===== config.mk =====
export PLATFORM = sky130hd
export DESIGN_NAME = card_clk_divider
export DESIGN_NICKNAME = d
export VERILOG_FILES = /design/src/rtl/ckdiv_pkg.sv /design/src/rtl/ckdiv_seq.sv /design/src/rtl/ckdiv_gen.sv /design/src/rtl/ckdiv_tmo.sv /design/src/rtl/card_clk_divider.sv
export SDC_FILE = /design/constraint.sdc
export NUM_CORES = 1
export LEC_CHECK = 0
export BUFFER_PORTS_ARGS = -buffer_cell sky130_fd_sc_hd__buf_4
export CORE_AREA = 4 4 101 103
export CTS_CLUSTER_SIZE = 16
export DETAILED_ROUTE_END_ITERATION = 10
export DIE_AREA = 0 0 105 107
export GPL_ROUTABILITY_DRIVEN = 0
export GPL_TIMING_DRIVEN = 0
export MAX_ROUTING_LAYER = met4
export PLACE_DENSITY = 0.79
export SYNTH_ARGS = -nofsm -noshare
export SYNTH_HDL_FRONTEND = slang
export SYNTH_SLANG_ARGS = --single-unit

===== constraint.sdc =====
create_clock -name clk -period 4.4 [get_ports clk]
set_input_delay 0.66 -clock clk [delete_from_list [all_inputs] [get_ports clk]]
set_output_delay 0.66 -clock clk [all_outputs]
set_load 0.1 [all_outputs]

===== src/rtl/ckdiv_pkg.sv =====
package ckdiv_pkg;

    typedef enum logic [1:0] {
        SEQ_OFF    = 2'd0,
        SEQ_SETTLE = 2'd1,
        SEQ_RUN    = 2'd2,
        SEQ_DRAIN  = 2'd3
    } seq_state_e;

    localparam int F_INT_EN   = 0;
    localparam int F_STABLE   = 1;
    localparam int F_BUS_EN   = 2;
    localparam int F_DIV_LSB  = 6;
    localparam int F_TMO_LSB  = 16;
    localparam int TMO_CODE_W = 4;

endpackage


===== src/rtl/ckdiv_seq.sv =====
module ckdiv_seq
    import ckdiv_pkg::*;
#(
    parameter int DIV_W      = 10,
    parameter int SETTLE_CYC = 16
) (
    input  logic             clk,
    input  logic             rst_n,
    input  logic             int_en,
    input  logic             bus_en,
    input  logic [DIV_W-1:0] div_req,
    input  logic             gate_open,
    output logic [DIV_W-1:0] div_act,
    output logic             restart,
    output logic             run,
    output logic             gate_want,
    output logic             stable
);
    localparam int SCW = $clog2(SETTLE_CYC + 1);

    typedef struct packed {
        seq_state_e       state;
        logic [SCW-1:0]   cnt;
        logic [DIV_W-1:0] div;
    } seq_t;

    seq_t s_d, s_q;
    logic load;

    always_comb begin
        s_d  = s_q;
        load = 1'b0;
        case (s_q.state)
            SEQ_OFF: begin
                if (int_en) load = 1'b1;
            end
            SEQ_SETTLE: begin
                if (s_q.cnt == SCW'(SETTLE_CYC - 1)) begin
                    s_d.state = SEQ_RUN;
                    s_d.cnt   = '0;
                end else begin
                    s_d.cnt = s_q.cnt + SCW'(1);
                end
            end
            SEQ_RUN: begin
                if (div_req != s_q.div) begin
                    if (!gate_open) load = 1'b1;
                    else            s_d.state = SEQ_DRAIN;
                end
            end
            default: begin
                if (!gate_open) load = 1'b1;
            end
        endcase
        if (load) begin
            s_d.div   = div_req;
            s_d.cnt   = '0;
            s_d.state = SEQ_SETTLE;
        end
        if (!int_en) begin
            s_d.state = SEQ_OFF;
            s_d.cnt   = '0;
        end
    end

    always_ff @(posedge clk or negedge rst_n) begin
        if (!rst_n) s_q <= '{state: SEQ_OFF, cnt: '0, div: '0};
        else        s_q <= s_d;
    end

    assign restart   = load & int_en;
    assign run       = (s_q.state != SEQ_OFF);
    assign stable    = (s_q.state == SEQ_RUN);
    assign div_act   = s_q.div;
    assign gate_want = (s_q.state == SEQ_RUN) && int_en && bus_en
                       && (div_req == s_q.div);

endmodule


===== src/rtl/ckdiv_gen.sv =====
module ckdiv_gen #(
    parameter int DIV_W = 10
) (
    input  logic             clk,
    input  logic             rst_n,
    input  logic             run,
    input  logic             restart,
    input  logic [DIV_W-1:0] div,
    input  logic             gate_want,
    output logic             gate_open,
    output logic             gate_en,
    output logic             raw_lvl,
    output logic             bypass,
    output logic             tick,
    output logic             card_clk
);
    typedef struct packed {
        logic [DIV_W-1:0] cnt;
        logic             raw;
        logic             rise;
        logic             gate;
    } gen_t;

    gen_t g_d, g_q;
    logic en_q;
    logic [DIV_W-1:0] half;

    assign bypass = (div < DIV_W'(2));
    assign half   = div >> 1;

    always_comb begin
        g_d = g_q;
        if (!run || restart || bypass)
            g_d.cnt = '0;
        else if (g_q.cnt == div - DIV_W'(1))
            g_d.cnt = '0;
        else
            g_d.cnt = g_q.cnt + DIV_W'(1);
        g_d.raw  = run && !restart && !bypass && (g_d.cnt >= half);
        g_d.rise = g_d.raw && !g_q.raw;
        // gate may only move while the divided clock will be low
        if (bypass || !g_d.raw) g_d.gate = gate_want;
    end

    always_ff @(posedge clk or negedge rst_n) begin
        if (!rst_n) g_q <= '0;
        else        g_q <= g_d;
    end

    // enable retimed on the falling edge: changes only while clock is low
    always_ff @(negedge clk or negedge rst_n) begin
        if (!rst_n) en_q <= 1'b0;
        else        en_q <= g_q.gate;
    end

    assign card_clk  = en_q & (bypass ? clk : g_q.raw);
    assign tick      = en_q & (bypass | g_q.rise);
    assign gate_open = g_q.gate;
    assign gate_en   = en_q;
    assign raw_lvl   = g_q.raw;

endmodule


===== src/rtl/ckdiv_tmo.sv =====
module ckdiv_tmo #(
    parameter int TO_BASE = 13,
    parameter int CODE_W  = 4
) (
    input  logic              clk,
    input  logic              rst_n,
    input  logic              wait_on,
    input  logic              tick,
    input  logic [CODE_W-1:0] code,
    output logic              hit
);
    localparam int CW = TO_BASE + (1 << CODE_W);

    typedef struct packed {
        logic [CW-1:0] cnt;
        logic          hit;
    } tmo_t;

    tmo_t t_d, t_q;
    logic [CW-1:0] limit;

    assign limit = CW'(1) << (TO_BASE + int'(code));

    always_comb begin
        t_d = t_q;
        if (!wait_on) begin
            t_d.cnt = '0;
            t_d.hit = 1'b0;
        end else if (tick && !t_q.hit) begin
            t_d.cnt = t_q.cnt + CW'(1);
            if (t_q.cnt + CW'(1) == limit) t_d.hit = 1'b1;
        end
    end

    always_ff @(posedge clk or negedge rst_n) begin
        if (!rst_n) t_q <= '0;
        else        t_q <= t_d;
    end

    assign hit = t_q.hit;

endmodule


===== src/rtl/card_clk_divider.sv =====
module card_clk_divider
    import ckdiv_pkg::*;
#(
    parameter int DIV_W      = 10,
    parameter int SETTLE_CYC = 16,
    parameter int TO_BASE    = 13
) (
    input  logic        clk,
    input  logic        rst_n,
    input  logic        reg_we,
    input  logic [31:0] reg_wdata,
    output logic [31:0] reg_rdata,
    input  logic        busy_wait,
    output logic        card_clk,
    output logic        clk_stable,
    output logic        timeout_hit
);
    typedef struct packed {
        logic                  int_en;
        logic                  bus_en;
        logic [DIV_W-1:0]      div;
        logic [TMO_CODE_W-1:0] code;
    } cfg_t;

    cfg_t cfg_d, cfg_q;

    logic [DIV_W-1:0] div_act;
    logic restart, run, gate_want, gate_open, gate_en;
    logic raw_lvl, div_bypass, tick;

    always_comb begin
        cfg_d = cfg_q;
        if (reg_we) begin
            cfg_d.int_en = reg_wdata[F_INT_EN];
            cfg_d.bus_en = reg_wdata[F_BUS_EN];
            cfg_d.div    = reg_wdata[F_DIV_LSB +: DIV_W];
            cfg_d.code   = reg_wdata[F_TMO_LSB +: TMO_CODE_W];
        end
    end

    always_ff @(posedge clk or negedge rst_n) begin
        if (!rst_n) cfg_q <= '0;
        else        cfg_q <= cfg_d;
    end

    always_comb begin
        reg_rdata = '0;
        reg_rdata[F_INT_EN]                 = cfg_q.int_en;
        reg_rdata[F_STABLE]                 = clk_stable;
        reg_rdata[F_BUS_EN]                 = cfg_q.bus_en;
        reg_rdata[F_DIV_LSB +: DIV_W]       = cfg_q.div;
        reg_rdata[F_TMO_LSB +: TMO_CODE_W]  = cfg_q.code;
    end

    ckdiv_seq #(.DIV_W(DIV_W), .SETTLE_CYC(SETTLE_CYC)) u_seq (
        .clk       (clk),
        .rst_n     (rst_n),
        .int_en    (cfg_q.int_en),
        .bus_en    (cfg_q.bus_en),
        .div_req   (cfg_q.div),
        .gate_open (gate_open),
        .div_act   (div_act),
        .restart   (restart),
        .run       (run),
        .gate_want (gate_want),
        .stable    (clk_stable)
    );

    ckdiv_gen #(.DIV_W(DIV_W)) u_gen (
        .clk       (clk),
        .rst_n     (rst_n),
        .run       (run),
        .restart   (restart),
        .div       (div_act),
        .gate_want (gate_want),
        .gate_open (gate_open),
        .gate_en   (gate_en),
        .raw_lvl   (raw_lvl),
        .bypass    (div_bypass),
        .tick      (tick),
        .card_clk  (card_clk)
    );

    ckdiv_tmo #(.TO_BASE(TO_BASE), .CODE_W(TMO_CODE_W)) u_tmo (
        .clk     (clk),
        .rst_n   (rst_n),
        .wait_on (busy_wait),
        .tick    (tick),
        .code    (cfg_q.code),
        .hit     (timeout_hit)
    );

endmodule


# After elaboration in Yosys (flattened, before gate mapping)
# Index checks and enable logic that the tools add are counted.
# Widths: inputs -> output; s select.
[classes] add_sub_neg=5 order_cmp=2 eq_ne=14 shift=1 n_mux=18 n_bitwise=4 reduce_logical=21
[ops] op="$mux 30" count=2
[ops] op="$shl 1x32->29 const A" count=1
[ops] op="$add 29x1->29 const B" count=1
[ops] op="$eq 29x29->1" count=1
[ops] op="$eq 10x10->1" count=2
[ops] op="$mux 10" count=2
[ops] op="$mux 17" count=1
[ops] op="$ne 4x2->1 const B" count=4
[ops] op="$add 10x1->10 const B" count=1
[ops] op="$ge 10x9->1" count=1
[ops] op="$lt 10x2->1 const B" count=1
[ops] op="$mux 5" count=2
[ops] op="$ne 10x10->1" count=1
[ops] op="$sub 10x1->10 const B" count=1
[ops] op="$logic_and 1x1->1" count=8
[ops] op="$mux 7" count=1
[ops] op="$logic_not 1->1" count=6
[ops] op="$mux 2" count=3
[ops] op="$add 4x4->5 const A" count=1
[ops] op="$add 5x1->5 const B" count=1
[ops] op="$eq 5x4->1 const B" count=1
[ops] op="$mux 1" count=5
[ops] op="$ne 2x1->1 const B" count=2
[ops] op="$pmux 2 s2" count=1
[ops] op="other kinds (11)" count=15
[totals] reg_bits=77 input_bits=36

# Depth between registers and ports, before layout
# Gate-level depths: netlist of run 1.
[depth] ltp_word=11 mapped_depth=19 mapped_depth_nobuf=17

# Hierarchy
# From an unflattened synthesis of run 1, not the netlist that was laid out.
[unflattened] cells_unflattened=585 area_unflattened_um2=5585.4
[by_module_without_submodules] module="ckdiv_tmo" n_inst=1 cells_each=305 area_each_um2=2592.5
[by_module_without_submodules] module="ckdiv_gen" n_inst=1 cells_each=141 area_each_um2=1219.9
[by_module_without_submodules] module="ckdiv_seq" n_inst=1 cells_each=88 area_each_um2=999.7
[by_module_without_submodules] module="card_clk_divider" n_inst=1 cells_each=51 area_each_um2=773.2

==> out/metrics.csv, run 1 <==
stage;metric;value;unit
synthesis;netlist_area;0.005293;mm^2
place;place_area;0.005772;mm^2
cells_and_area;antenna_cells;0;
floorplanning;start_util;57.55;%
place;place_hpwl;9.492;mm
cells_and_area;final_cell_area;0.006056;mm^2
drt;num_vias;4575;
timing;skew;19.30;ps
timing;hold_violations;0;
drt;dr.pass1.iters;6;
synthesis;ys_seq_elements;77;
setup_path;cp.required;4740;ps
floorplanning;die_area;0.01124;mm^2
timing;setup-tns-final;0;ps
timing;setup_viol;0;
drt;wirelength;12.80;mm
drt;ant_nets;0;
cells_and_area;final_nets;716;
synthesis;synth.avg_cell_area;8.836;um^2
setup_path;cp.arrival;4580;ps
run_status;outcome;finished clean;
cells_and_area;stdcell_count;780;
clocking;cts_tree;done;
floorplanning;die_y;107;um
synthesis;synth-seq-area-share;36.41;%
synthesis;synth_flop_cell;dfrtp_1;
setup_path;worst_setup_path_end_kind;register;
setup_path;start_kind;register;
grt;antenna_found_initial;0;
timing;slew_viol_final;0;
power_and_ir_drop;p_leak;2.685;nW
drt;drt_first_iter_violations;364;
power_and_ir_drop;power_density;393.1;mW/mm^2
timing;maxSlewHeadroom;35.99;%
grt;grt_usage;23.98;%
cells_and_area;drive_above_1_share;17.64;%
timing;rsz0062_at_grt;false;
synthesis;ys_types;66;
power_and_ir_drop;peakVddDrop;327.6;uV
synthesis;synth_edf_count;0;
hold_path;hp-class;in2async;
drt;drc;0;
setup_path;crit_path_max_fanout;7;
floorplanning;io_pins;71;
grt;grt_max_degree;78;
floorplanning;row_count;35;
grt;grt_pass1_wl;21.09;mm
drt;viasPerCell;5.865;
place;dpl.cell_count;762;
clocking;hold_buffers;0;
drt;routedWlPerCell;16.41;um
place;portBuffers;38;
setup_path;worstRegToRegCells;8;
floorplanning;fp.dieW;105;um
synthesis;yosysWarnings;0;
floorplanning;core_area;0.009196;mm^2
clocking;clock_latency;460;ps
synthesis;async_reset_ff_share;100.0;%
cells_and_area;area.growth.synth_to_final;14.42;%
setup_path;critPathKind;reg2reg;
clocking;cts.clk_slew.worst_paths;90;ps
clocking;cts_setup_buffers;0;
cells_and_area;final_util;65.85;%
grt;grt_pass1_vias;4447;
synthesis;synth_cells;599;
timing;worstMarginPinSlew;960.1;ps
job;timing.max_cap.violations;0;
grt;overflow;0;
layer usage:
metal	up-vias	track usage, %	routed length (um)
met5	-	-	0
met4	0	9.372	306
li1	2169	-	-
met3	30	4.877	1016
met2	207	37.86	6062
met1	2169	30.56	5412
Yosys cell counts, drive strengths merged, types with 15 or more instances:
master  count  share of area (%)
and2       29                3.4
a21oi      16                1.5
clkbuf     22                1.6
buf        25                3.5
nand4      16                2.0
mux2       15                3.2
xor2       36                6.0
o21ai      32                3.0
inv        18                1.3
nand2      50                3.6
ha         15                3.5
xnor2      47                7.8
nor3       16                1.5
nor2       52                3.7
nand3      31                3.0
dfrtp      76                 36
layout by cell type (no fill, tap or decap), types with 3 or more instances in the layout:
master	n
nand2_1	48
clkbuf_8	12
mux2_2	15
ha_1	15
a21boi_0	3
o211ai_1	3
and3_1	6
nand2b_1	6
buf_4	57
mux2i_1	4
a21oi_1	16
dfrtp_1	76
nor3_1	16
a31oi_1	4
nand3_1	30
nor4_1	7
o31ai_1	5
or2_2	6
or3_1	10
o21ai_0	30
buf_2	4
clkbuf_1	21
conb_1	15
xnor2_1	47
and2_1	29
xor2_1	36
inv_1	18
nor2_1	52
nor2b_1	8
nand4_1	15
bufinv_16	3
path summary, 6_finish.rpt:
kind	from	end	slack (ps)
min in group clk	reg_wdata[0]	reg_rdata[0]	420
setup / recovery	u_gen.gate_en	u_tmo.t_q[24]	160
hold / removal	rst_n	u_tmo.t_q[14]	350
hold reg to reg	u_gen.raw_lvl	u_gen.g_q[1]	480
setup reg to reg	u_gen.gate_en	u_tmo.t_q[24]	160
max in group asynchronous	rst_n	u_gen.gate_en	1320
what timing repair did:
item                                   CTS  global route
endpoints found under the hold margin    0             0
gates resized for setup                  0             3
setup endpoints to repair                0             3
power by group:
group | switching, mW | internal [mW]
registers | 0.0806 | 0.765
logic | 0.539 | 0.271
clock network | 0.291 | 0.434
worst max-delay path: stages (launching register included):
cell and delay [ps]:
dfrtn_1 400, nor2b_1 190, nand2_2 170, or2_1 270
buf_6 130, nor4_4 330, nand3_2 140, xnor2_1 140
and2_1 160
cell families (layout without fill, tap and decap cells):
group           after synthesis  after routing  synth area share, %
xor+xnor                     83             83                13.74
other cells                   1             15              0.07085
compound gates               86             86                10.71
mux                          19             19                3.948
simple gates                253            253                25.22
buf+inv                      65            121                6.359
fa+ha+maj                    15             15                3.546
flops                        77             77                36.41
area by class of cell:
cell class	count	area, um^2
well taps	111	138.9
clock inverters	6	112.6
plain buffers	47	269.0
fillers	734	3141
flip-flops and latches	77	1927
repair buffers	37	277.8
clock buffers	13	172.7
inverters	18	67.56
multi-input cells	471	3090
registers in the layout, indices dropped and copies added, names as in the netlist:
register and flops:
reg_rdata 16, u_gen.g_q 11, u_gen.gate_en 1, u_gen.gate_open 1
u_gen.raw_lvl 1, u_seq.div_act 10, u_seq.s_q 7, u_tmo.hit 1
u_tmo.t_q 29
per-stage QoR:
stage	worst slack, ps	power (mW)	hold slack, ps
floorplan	336.0	1.462	364.4
CTS	23.88	2.376	388.6
finish	157.8	2.381	353.6
detailed placement	101.6	1.652	420.8
global placement	219.3	1.621	405.8
global route	42.24	2.492	408.4
(Power assumes the default switching activity.)
==> run 2, diff against run 1 <==
--- a/config.mk
+++ b/config.mk
@@ -6,14 +6,14 @@
 export NUM_CORES = 1
 export LEC_CHECK = 0
 export BUFFER_PORTS_ARGS = -buffer_cell sky130_fd_sc_hd__buf_4
-export CORE_AREA = 4 4 101 103
+export CORE_AREA = 5 5 112 93
 export CTS_CLUSTER_SIZE = 16
 export DETAILED_ROUTE_END_ITERATION = 10
-export DIE_AREA = 0 0 105 107
+export DIE_AREA = 0 0 117 98
 export GPL_ROUTABILITY_DRIVEN = 0
 export GPL_TIMING_DRIVEN = 0
 export MAX_ROUTING_LAYER = met4
-export PLACE_DENSITY = 0.79
+export PLACE_DENSITY = 0.8
 export SYNTH_ARGS = -nofsm -noshare
 export SYNTH_HDL_FRONTEND = slang
 export SYNTH_SLANG_ARGS = --single-unit
==> out/metrics.csv, run 2 (same netlist as run 1, synthesis figures left out) <==
stage;metric;value;unit;change
grt;overflow;0;;unchanged
setup_path;cp.required;3740;ps;-1000 ps
floorplanning;die_area;0.01147;mm^2;+2.1%
grt;grt_pass1_vias;4407;;-0.90%
power_and_ir_drop;p_leak;2.726;nW;+1.5%
floorplanning;fp.dieW;117;um;+11%
clocking;cts_setup_buffers;0;;unchanged
setup_path;setup.worst_path.start;u_gen.gate_en;;
run_status;outcome;finished clean;;
floorplanning;row_count;32;;-8.6%
grt;grt_pass1_wl;21.86;mm;+3.6%
cells_and_area;regMostFlops;u_tmo.t_q;;
grt;antenna_found_initial;0;;unchanged
grt;grt_usage;24.84;%;+0.86 points
drt;num_vias;4643;;+1.5%
drt;wirelength;13.40;mm;+4.7%
drt;viasPerCell;5.885;;+0.33%
cells_and_area;area.growth.synth_to_final;16.45;%;
power_and_ir_drop;peakVddDrop;293.2;uV;-10%
clocking;cts_tree;done;;
timing;setup-tns-final;0;ps;unchanged
timing;maxSlewHeadroom;35.95;%;-0.041 points
cells_and_area;final_util;66.35;%;+0.50 points
floorplanning;die_y;98;um;-8.4%
place;portBuffers;38;;unchanged
cells_and_area;layout_common_cells;dfrtp_1, buf_4, nor2_1, nand2_1, xnor2_1;;
cells_and_area;final_common_cell;dfrtp_1;;
timing;fin_hold_ws;348.5;ps;-5.082 ps
setup_path;crit_path_max_fanout;2;;-5
job;timing.max_cap.violations;0;;unchanged
timing;setup_viol;0;;unchanged
setup_path;critPathKind;reg2out;;
timing;hold_violations;0;;unchanged
drt;drt_first_iter_violations;451;;+24%
clocking;clock_latency;480;ps;+20 ps
hold_path;hp-class;in2async;;
timing;slew_viol_final;0;;unchanged
grt;grt_max_degree;78;;unchanged
drt;routedWlPerCell;16.99;um;+3.5%
cells_and_area;antenna_cells;0;;unchanged
cells_and_area;drive_above_1_share;17.76;%;+0.12 points
power_and_ir_drop;power_density;414.4;mW/mm^2;+5.4%
timing;rsz0062_at_grt;false;;
setup_path;worst_setup_path_end_kind;output pin;;
setup_path;r2r_start;u_gen.gate_en;;
cells_and_area;final_nets;716;;unchanged
place;place_hpwl;9.460;mm;-0.34%
cells_and_area;largest_reg_flops;29;;unchanged
timing;skew;29.32;ps;+10.02 ps
drt;drc;0;;unchanged
setup_path;start_kind;register;;
floorplanning;start_util;56.98;%;-0.57 points
floorplanning;io_pins;71;;unchanged
timing;worstMarginPinSlew;960.7;ps;+0.6199 ps
setup_path;cp.arrival;3560;ps;-1020 ps
floorplanning;core_area;0.009289;mm^2;+1.0%
drt;ant_nets;0;;unchanged
drt;dr.pass1.iters;5;;-1
clocking;cts.clk_slew.worst_paths;70;ps;-20 ps
run 2: cell count changes in the layout (fill, tap and decap cells not counted):
cell        before  now
clkinv_2         1    0
clkinv_8         0    1
inv_8            0    3
bufinv_16        3    0
clkinvlp_4       0    1
inv_6            0    2
clkinv_4         2    0
clkbuf_8        12    0
clkbuf_16        0   12
run 2: critical path: stages (launching register included):
cell and delay, ps:
dfrtn_1 400, nor2b_2 170, buf_4 310
run 2: final timing paths:
kind,slack (ps),end,cells past startpoint
worst max-delay path,180,card_clk,2
worst min-delay path,350,reg_rdata[15],1
worst max register to register,220,u_tmo.t_q[24],8
worst min register to register,430,u_gen.g_q[1],1
max in group asynchronous,1350,u_gen.gate_en,1
min in group clk,430,reg_rdata[0],3
run 2: cell type report:
cell class | instances | area [um^2]
fill | 742 | 3126
sequential | 77 | 1927
inverter | 18 | 67.56
clock inverter | 7 | 75.07
multi-input combinational | 471 | 3090
timing repair buffer | 37 | 277.8
buffer | 47 | 269.0
clock buffer | 13 | 307.8
tap | 119 | 148.9
run 2: power by group:
group | total, mW | switching [mW] | internal (mW)
clock network | 0.889 | 0.369 | 0.520
logic | 0.816 | 0.547 | 0.270
registers | 0.849 | 0.0830 | 0.766
run 2: metrics by stage:
stage	worst slack (ps)	instances	area (um^2)	power (mW)
CTS	173.7	789	6157	2.552
floorplan	336.0	613	5348	1.462
global placement	290.1	770	5782	1.619
finish	183.2	789	6163	2.554
detailed placement	267.5	770	5782	1.648
global route	79.91	789	6163	2.674
run 2: timing repair:
item / 4_1_cts / 5_1_grt
hold endpoints to repair: 0 / 0
endpoints found under the setup margin: 0 / 3
resized for setup: 0 / 3
hold buffers: 0 / 0
run 2: metal layers:
metal | routed length, um | vias up | track usage [%]
met5 | 0 | - | -
met4 | 247 | 0 | 8.289
met3 | 1173 | 34 | 5.638
met2 | 5957 | 216 | 33.97
met1 | 6026 | 2206 | 36.28
li1 | - | 2187 | -
==> run 3, diff against run 2 <==
--- a/config.mk
+++ b/config.mk
@@ -5,11 +5,12 @@
 export SDC_FILE = /design/constraint.sdc
 export NUM_CORES = 1
 export LEC_CHECK = 0
+export ABC_AREA = 1
 export BUFFER_PORTS_ARGS = -buffer_cell sky130_fd_sc_hd__buf_4
-export CORE_AREA = 5 5 112 93
+export CORE_AREA = 5 5 114 95
 export CTS_CLUSTER_SIZE = 16
 export DETAILED_ROUTE_END_ITERATION = 10
-export DIE_AREA = 0 0 117 98
+export DIE_AREA = 0 0 119 100
 export GPL_ROUTABILITY_DRIVEN = 0
 export GPL_TIMING_DRIVEN = 0
 export MAX_ROUTING_LAYER = met4
==> out/metrics.csv, run 3 <==
stage;metric;value;unit;change
timing;maxSlewHeadroom;32.24;%;-3.7 points
setup_path;worst_setup_path_end_kind;output pin;;
synthesis;yosysMostFrequentCell;nand2_1;;
synthesis;netlist_area;0.005489;mm^2;+3.7%
clocking;hold_buffers;0;;unchanged
setup_path;start_kind;register;;
timing;worstMarginPinSlew;1016;ps;+55.61 ps
clocking;cts_resized;0;;unchanged
clocking;clock_latency;480;ps;about the same
floorplanning;row_count;32;;unchanged
floorplanning;io_pins;71;;unchanged
cells_and_area;multi_input_comb_area;0.003022;mm^2;-2.2%
drt;dr.pass1.iters;5;;unchanged
cells_and_area;seq_area;0.001927;mm^2;unchanged
clocking;cts_setup_buffers;0;;unchanged
setup_path;critPathTopFamily;flip-flops;;
timing;rsz0062_at_grt;false;;
synthesis;ys_types;41;;-38%
floorplanning;die_area;0.01190;mm^2;+3.8%
grt;grt_usage;27.45;%;+2.6 points
synthesis;yosys.area.top_type_share;34.65;%;-1.3 points
synthesis;yosysWarnings;0;;unchanged
setup_path;cp.required;3740;ps;about the same
timing;setup_viol;0;;unchanged
timing;slew_viol_final;0;;unchanged
timing;skew;29.15;ps;-0.1776 ps
synthesis;synth_edf_count;0;;unchanged
synthesis;synth_commonest_cells;nand2_1, inv_1, nor2_1, nand3_1, dfrtp_1;;
drt;ant_nets;0;;unchanged
synthesis;ys_seq_elements;77;;unchanged
clocking;cts_tree;done;;
timing;setup-tns-final;0;ps;unchanged
synthesis;async_reset_ff_share;100.0;%;unchanged
floorplanning;core_area;0.009449;mm^2;+1.7%
drt;routedWlPerCell;15.41;um;-9.3%
power_and_ir_drop;power_density;428.1;mW/mm^2;+3.3%
place;portBuffers;38;;unchanged
hold_path;hp-class;in2async;;
cells_and_area;final_common_cell;nand2_1;;
floorplanning;start_util;58.09;%;+1.1 points
cells_and_area;area.growth.synth_to_final;15.75;%;
synthesis;synth_cells;807;;+35%
floorplanning;fp.dieW;119;um;+1.7%
synthesis;synth_top_area_cell;dfrtp_1;;
drt;viasPerCell;5.629;;-4.3%
synthesis;synth_flop_cell;dfrtp_1;;
grt;grt_max_degree;78;;unchanged
synthesis;synth-seq-area-share;35.10;%;-1.3 points
setup_path;critPathKind;reg2out;;
synthesis;synth.avg_cell_area;6.802;um^2;-23%
cells_and_area;fillers;779;;+5.0%
synthesis;synthTopCellsByArea;dfrtp_1, nand2_1, inv_1, nand3_1, nor2_1;;
place;place_area;0.005978;mm^2;+3.4%
clocking;cts.clk_slew.worst_paths;60;ps;about the same
drt;num_vias;5612;;+21%
drt;drc;0;;unchanged
setup_path;crit_path_max_fanout;2;;unchanged
cells_and_area;layout_common_cells;nand2_1, inv_1, nor2_1, nand3_1, dfrtp_1;;
grt;antenna_found_initial;0;;unchanged
power_and_ir_drop;peakVddDrop;334.4;uV;+14%
job;timing.max_cap.violations;0;;unchanged
run_status;outcome;finished clean;;
cells_and_area;antenna_cells;0;;unchanged
drt;drt_first_iter_violations;607;;+35%
grt;grt_pass1_vias;5399;;+23%
setup_path;cpPeakStageDelay;410;ps;about the same
setup_path;cp.arrival;3570;ps;about the same
cells_and_area;drive_above_1_share;13.78;%;-4.0 points
power_and_ir_drop;p_leak;3.088;nW;+13%
drt;wirelength;15.37;mm;+15%
floorplanning;die_y;100;um;+2.0%
cells_and_area;largest_reg_flops;29;;unchanged
setup_path;path_cells;o21ai_1 -> nor2_2 -> buf_4;;
grt;overflow;0;;unchanged
setup_path;path_buf_inv;1;;unchanged
timing;hold_violations;0;;unchanged
setup_path;cp_slowest_cell;dfrtn_1;;
cells_and_area;final_nets;924;;+29%
cells_and_area;final_cell_area;0.006354;mm^2;+3.1%
cells_and_area;regMostFlops;u_tmo.t_q;;
grt;grt_pass1_wl;25.49;mm;+17%
place;place_hpwl;11.55;mm;+22%
==> run 3: cell count changes in the layout (fill, tap and decap cells not counted), moves of 13 or more <==
cell      before  now
nor2_1        52   92
mux2_2        15    2
xnor2_1       47    6
inv_1         18  107
xor2_1        36   14
o22ai_1        1   20
nand2_1       48  224
and2_1        29    1
clkbuf_1      21    5
nand3_1       30   78
==> run 3: cells by family after synthesis <==
family / Yosys count / synth area share (%)
compound gates: 83 / 8.616
simple gates: 469 / 38.34
mux: 2 / 0.4103
flops: 77 / 35.10
fa+ha+maj: 15 / 3.419
xor+xnor: 20 / 3.191
buf+inv: 140 / 10.85
other cells: 1 / 0.06832
==> run 3: final cells by class <==
| cell class | count | share of cell area (%) |
|---|---|---|
| timing repair buffer | 37 | 4.372 |
| sequential | 77 | 30.33 |
| buffer | 27 | 2.698 |
| clock inverter | 7 | 1.182 |
| inverter | 113 | 6.676 |
| multi-input combinational | 604 | 47.56 |
| tap | 119 | 2.343 |
| clock buffer | 13 | 4.844 |
==> run 3: worst reg2reg max path: cells and delay by family, from the launching register on <==
kind	cells	cell delay, ps
DFF	1	410
AOI/OAI and AO/OA	1	180
and+or+nand+nor	3	680
buffers and inverters	3	380
==> run 3: worst paths after layout <==
check | from | end | slack (ps) | cells past startpoint
hold reg to reg | u_gen.raw_lvl | u_gen.g_q[1] | 450 | 1
setup / recovery | u_gen.gate_en | card_clk | 170 | 3
min in group clk | reg_wdata[19] | reg_rdata[19] | 410 | 3
max in group asynchronous | rst_n | u_gen.gate_en | 1320 | 1
setup reg to reg | u_gen.gate_en | u_tmo.t_q[5] | 430 | 7
hold / removal | rst_n | u_seq.s_q[11] | 360 | 1
==> run 3: where the power goes <==
part	leakage [nW]	internal, mW	switching, mW
combinational	1.88	0.278	0.662
sequential	1.03	0.783	0.0962
clock	0.185	0.557	0.343
total	3.09	1.62	1.10
==> run 3: through the flow <==
stage	worst slack [ps]	utilization, %	power (mW)	cells	hold WS (ps)
finish	170.9	67.24	2.720	997	359.7
global route	134.3	67.24	2.879	997	415.0
CTS	162.9	67.24	2.718	997	402.3
detailed placement	484.0	63.27	1.808	978	424.7
global placement	564.3	63.27	1.773	978	414.7
floorplan	303.0	-	1.578	821	364.4
==> run 3: metal layers <==
layer	vias up	part of all wire [%]	GRT usage (%)
li1	2690	-	-
met1	2620	45	36.90
met2	264	45	41.08
met3	38	8.3	5.465
met4	0	1.8	10.77
met5	-	0	-
